## config.mk

```make
export PLATFORM = sky130hd
export DESIGN_NAME = ext_bus_ctrl
export DESIGN_NICKNAME = d
export VERILOG_FILES = /design/src/rtl/ext_bus_ctrl.sv
export SDC_FILE = /design/constraint.sdc
export NUM_CORES = 1
export LEC_CHECK = 0
export CAP_MARGIN = 15
export CORE_AREA = 2 2 83 85
export CTS_CLUSTER_SIZE = 25
export DETAILED_ROUTE_END_ITERATION = 8
export DIE_AREA = 0 0 85 87
export HOLD_SLACK_MARGIN = 0.06
export PLACE_DENSITY = 0.78
export SYNTH_ARGS = -nofsm -noshare
export SYNTH_HDL_FRONTEND = slang
export SYNTH_SLANG_ARGS = --single-unit
export TNS_END_PERCENT = 5
```

## constraint.sdc

```tcl
create_clock -name clk -period 2.55 [get_ports clk]
set_clock_uncertainty 0.2 [all_clocks]
set_input_delay 0.51 -clock clk [delete_from_list [all_inputs] [get_ports clk]]
set_output_delay 0.51 -clock clk [all_outputs]
set_load 0.02 [all_outputs]
```

## src/rtl/ext_bus_ctrl.sv

```systemverilog
module ext_bus_ctrl (
  input  logic        clk,
  input  logic        rst_n,
  input  logic        cfg_adv,
  input  logic        cfg_wstb,
  input  logic [1:0]  cfg_wid,
  input  logic        req_i,
  input  logic [15:1] req_addr,
  input  logic [15:0] req_wdata,
  input  logic [1:0]  req_be,
  input  logic        req_wr,
  input  logic        req_fetch,
  output logic        busy_o,
  output logic        done_o,
  output logic [15:0] rdata_o,
  output logic        as_o,
  output logic        rd_n_o,
  output logic        wr_n_o,
  output logic        bhe_n_o,
  output logic        inst_o,
  output logic [15:0] ad_o,
  output logic        ad_oe_o,
  input  logic [15:0] ad_i,
  input  logic        rdy_i,
  input  logic        bw_i
);

  logic        act, second, w16, wr_q, fetch_q, done_q;
  logic [1:0]  ph, be_q;
  logic [15:1] addr_q;
  logic [15:0] wd_q, rd_q;

  wire cur_hi = second | (be_q == 2'b10);
  wire lo_b   = w16 ? be_q[0] : !cur_hi;
  wire hi_b   = w16 ? be_q[1] : cur_hi;
  wire body   = act & (ph != 2'd0);
  wire win    = act & ph[1];
  wire more   = !w16 & (be_q == 2'b11) & !second;

  always_ff @(posedge clk or negedge rst_n) begin
    if (!rst_n) begin
      act <= 1'b0; second <= 1'b0; w16 <= 1'b0; wr_q <= 1'b0; fetch_q <= 1'b0;
      done_q <= 1'b0; ph <= 2'd0; be_q <= 2'b00; addr_q <= '0; wd_q <= '0; rd_q <= '0;
    end else begin
      done_q <= 1'b0;
      if (!act) begin
        if (req_i) begin
          act <= 1'b1; ph <= 2'd0; second <= 1'b0; rd_q <= '0;
          addr_q <= req_addr; wd_q <= req_wdata; be_q <= req_be;
          wr_q <= req_wr; fetch_q <= req_fetch;
        end
      end else begin
        case (ph)
          2'd0: begin
            w16 <= (cfg_wid == 2'b11) ? bw_i : (cfg_wid == 2'b01);
            ph  <= 2'd1;
          end
          2'd1: ph <= 2'd2;
          2'd2: ph <= 2'd3;
          default: begin
            if (!rdy_i) ph <= 2'd2;
            else begin
              if (!wr_q) begin
                if (w16)         rd_q <= ad_i;
                else if (cur_hi) rd_q[15:8] <= ad_i[7:0];
                else             rd_q[7:0]  <= ad_i[7:0];
              end
              if (more) begin
                second <= 1'b1;
                ph     <= 2'd0;
              end else begin
                act    <= 1'b0;
                done_q <= 1'b1;
              end
            end
          end
        endcase
      end
    end
  end

  assign busy_o  = act;
  assign done_o  = done_q;
  assign rdata_o = rd_q;
  assign as_o    = cfg_adv ? !body : (act & (ph == 2'd0));
  assign rd_n_o  = !(win & !wr_q);
  assign wr_n_o  = !(win & wr_q & (!cfg_wstb | lo_b));
  assign bhe_n_o = cfg_wstb ? !(win & wr_q & hi_b) : !(body & wr_q & hi_b);
  assign inst_o  = act & fetch_q;
  assign ad_oe_o = act & ((ph == 2'd0) | wr_q);
  assign ad_o    = !body ? {addr_q, cur_hi}
                 : (w16 ? wd_q : {wd_q[15:8], cur_hi ? wd_q[15:8] : wd_q[7:0]});

  AST_IDLE_QUIET: assert property (@(posedge clk) disable iff (!rst_n)
    !busy_o |-> (rd_n_o && wr_n_o && bhe_n_o && !inst_o && !ad_oe_o));
  AST_DONE_PULSE: assert property (@(posedge clk) disable iff (!rst_n)
    done_o |=> !done_o);
  AST_ADV_HELD: assert property (@(posedge clk) disable iff (!rst_n)
    (cfg_adv && busy_o && ph == 2'd1) |=> !as_o);
  AST_WAIT_REPEAT: assert property (@(posedge clk) disable iff (!rst_n)
    (act && ph == 2'd3 && !rdy_i) |=> (act && ph == 2'd2 && $stable(ad_o)));
  AST_INST_HOLD: assert property (@(posedge clk) disable iff (!rst_n)
    (busy_o && ph != 2'd0) |-> $stable(inst_o));

endmodule

```

==> impl_metrics.env <==
export IMPL_run_status="finished, final reports clean"
export IMPL_worst_path_buf_inv=2
export IMPL_finalSetupViolCount=0
export IMPL_routabilityCongestion=0.793
export IMPL_synth_top_area_share=0.501
export IMPL_start_util=0.434
export IMPL_hold_class="register to register"
export IMPL_drive_above_1_share=0.292
export IMPL_crit_family="buffers and inverters"
export IMPL_multi_input_area_sq_um=1310
export IMPL_hold_path_end="rdata_o[11]$_DFFE_PN0P_"
export IMPL_drc_errors=0
export IMPL_grt_pass1_wl_um=11700
export IMPL_clk_path_buf_depth=2
export IMPL_antenna_found_initial=0
export IMPL_drt_iter0_drc=132
export IMPL_slowest_delay_ns=0.38
export IMPL_fp_dieH_um=87
export IMPL_clockRootBuffer="clkbuf_8"
export IMPL_fin_crit_ns=2.53
export IMPL_netlist_top_cells_count="dfrtp_1, mux2_2, nand2_1"
export IMPL_r2r_end="rdata_o[5]$_DFFE_PN0P_"
export IMPL_crit_chain="nor2b_2, o21bai_2, buf_6, mux2i_1, a21oi_1, dlygate4sd2_1"
export IMPL_dr_pass1_iters=4
export IMPL_wirelength_um=6860
export IMPL_fin_crit_sh=0.991
export IMPL_cts_inserted_buffers=9
export IMPL_p_leak_uw=0.00185
export IMPL_synth_edf_count=0
export IMPL_io_pins=100
export IMPL_start_kind="register"
export IMPL_reg2reg_depth=6
export IMPL_synth_area_leaders="dfrtp_1, mux2_2, nand2_1, mux2i_1, o211ai_1"
export IMPL_syn_nets=317
export IMPL_cts_max_level=3
export IMPL_regToRegSetupSlack_ns=0.57
export IMPL_worstHoldPathCells=2
export IMPL_clock_fmax_mhz=396
export IMPL_vdd_ir_drop_max_mv=0.909
export IMPL_netlist_instances=254
export IMPL_cp_end_kind="output pin"
export IMPL_vias=2355
export IMPL_core_area_sq_um=6570
export IMPL_place_area_sq_um=3990
export IMPL_grtUsageTotal=0.201
export IMPL_fp_dieArea_sq_um=7400
export IMPL_nets=426
export IMPL_worst_slack_ns=0.0223
export IMPL_final_seq_area_sq_um=1430
export IMPL_dp_slack_ns=0.00868
export IMPL_worst_pin_slew_ns=0.596
export IMPL_final_area_sq_um=4110
export IMPL_grt_start_max_net_pins=42
export IMPL_place_hpwl_um=4970
export IMPL_rsz0062_at_grt="true"
export IMPL_grt_pass1_vias=2435
export IMPL_yosysSeqAreaShare=0.501
export IMPL_synthDistinctLibCells=36
export IMPL_drv_slew=0
export IMPL_yosys_area_top_type="dfrtp_1"
export IMPL_fillers=533
export IMPL_post_cts_buffers=0
export IMPL_crit_type="register to output pin"
export IMPL_min_delay_start="rdata_o[11]$_DFFE_PN0P_"
export IMPL_rows=30
export IMPL_n_antenna_cell=0
export IMPL_worstSkewPairLatency_ns=0.33
export IMPL_hold_viol_final=0
export IMPL_synth_ff_type="dfrtp_1"
export IMPL_synth_seq_cells=57
export IMPL_crit_slowest_cell="dfrtp_1"
export IMPL_p_per_area_nw_per_um2=1390
export IMPL_syn_avg_cell_area_sq_um=11.2
export IMPL_worstPathRequired_ns=1.84
export IMPL_wire_per_inst_um=15.3
export IMPL_max_cap_violations=0
export IMPL_slew_headroom=0.602
export IMPL_synth_warnings=0
export IMPL_drt_vias_per_instance=5.27
export IMPL_async_reset_ff_frac=1.00
export IMPL_area_growth_syn_to_layout_pct=44.4
export IMPL_path_max_fanout=3
export IMPL_arrival_ns=1.82
export IMPL_port_buffers=99
export IMPL_synth_most_common_cell="dfrtp_1"
export IMPL_cts_tree="built"
export IMPL_netlist_area_sq_um=2850
export IMPL_grt_overflow=0
export IMPL_reg2reg_from="ph[1]$_DFFE_PN0P_"
export IMPL_die_width_um=85
export IMPL_numClockSinks=57
export IMPL_ant_nets=0
export IMPL_path_clk_slew_ns=0.07
-- per-stage QoR --
step / util / hold slack, ns / total power (uW) / instances / TNS (ns)
after global routing: 0.626 / 0.313 / 6120 / 447 / -0.150
after global placement: 0.607 / 0.264 / 5120 / 431 / 0
after detailed placement: 0.607 / 0.274 / 5210 / 431 / 0
after CTS: 0.628 / 0.288 / 5760 / 447 / -0.0703
final: 0.626 / 0.287 / 5700 / 447 / 0
after floorplan: - / 0.0144 / 3760 / 254 / 0
-- worst max-delay path by stage --
stage               cells after the start                 from       end  slack, ns
global placement                        6    ph[0]$_DFFE_PN0P_  ad_o[15]       0.04
CTS                                     6  be_q[1]$_DFFE_PN0P_   ad_o[4]      -0.03
floorplan                               7    ph[1]$_DFFE_PN0P_   ad_o[5]       0.23
finish                                  6  be_q[1]$_DFFE_PN0P_   ad_o[5]       0.02
global route                            6  be_q[1]$_DFFE_PN0P_   ad_o[5]       -0.1
detailed placement                      6    ph[1]$_DFFE_PN0P_  ad_o[15]      0.009
-- power by group --
part | total, uW | internal (uW) | switching (uW)
clock | 722 | 367 | 355
combinational | 3350 | 1620 | 1730
sequential | 1620 | 1360 | 270
total | 5700 | 3340 | 2350
-- timing repair --
action,in CTS,in global routing
resized for setup,55,14
hold buffers,1,0
endpoints found under the hold margin,24,0
endpoints found under the setup margin,20,19
-- flip-flops by register name, indices dropped and copies added (netlist names), 2 cells and up --
register,count
ph,2
wd_q,16
be_q,2
rdata_o,16
addr_q,15
-- layout make-up --
cell class / instances / area share
clock buffers: 11 / 0.0344
clock inverters: 4 / 0.00487
inverters: 7 / 0.00639
multi-input cells: 173 / 0.319
flip-flops and latches: 57 / 0.347
well taps: 80 / 0.0243
repair buffers: 115 / 0.264
-- kinds of logic after synthesis --
kind of cell               count (synthesis)  synth area share
AOI/OAI and AO/OA                         40            0.0931
adders and majority gates                  3            0.0132
buffers and inverters                     24            0.0439
DFF                                       57             0.501
muxes                                     58             0.226
and+or+nand+nor                           72             0.123
-- per-layer routing --
layer  up-vias  wire, um  GRT usage
met5         -         0          0
li1       1117         -          -
met1      1122      2870      0.249
met3        15       641     0.0739
met2       101      3220      0.319
met4         0       130     0.0823
-- worst reg2reg max path: cells and delay by family, from the launching register on --
kind / cells / cell delay [ns]
fa+ha+maj: 1 / 0.22
simple gates: 3 / 0.77
compound gates: 1 / 0.10
buf+inv: 1 / 0.16
flops: 1 / 0.39
-- placed cells by master (no fill, tap or decap), types with 2 or more instances in the layout --
| cell | Yosys | layout |
|---|---|---|
| mux2_2 | 50 | 50 |
| o21ai_0 | 14 | 14 |
| mux2i_1 | 8 | 7 |
| clkbuf_8 | 0 | 10 |
| nor2_1 | 11 | 11 |
| nand4_1 | 9 | 9 |
| clkbuf_2 | 0 | 5 |
| a22o_1 | 2 | 2 |
| clkinv_2 | 0 | 4 |
| o211ai_1 | 10 | 10 |
| buf_2 | 7 | 11 |
| ha_1 | 3 | 2 |
| buf_12 | 0 | 3 |
| buf_4 | 3 | 9 |
| clkdlybuf4s50_1 | 0 | 78 |
| a21oi_1 | 8 | 8 |
| nand2_1 | 38 | 38 |
| buf_6 | 2 | 2 |
| dfrtp_1 | 57 | 57 |
| inv_1 | 7 | 7 |
| dlygate4sd2_1 | 0 | 3 |
Power figures use the tool's default switching activity.
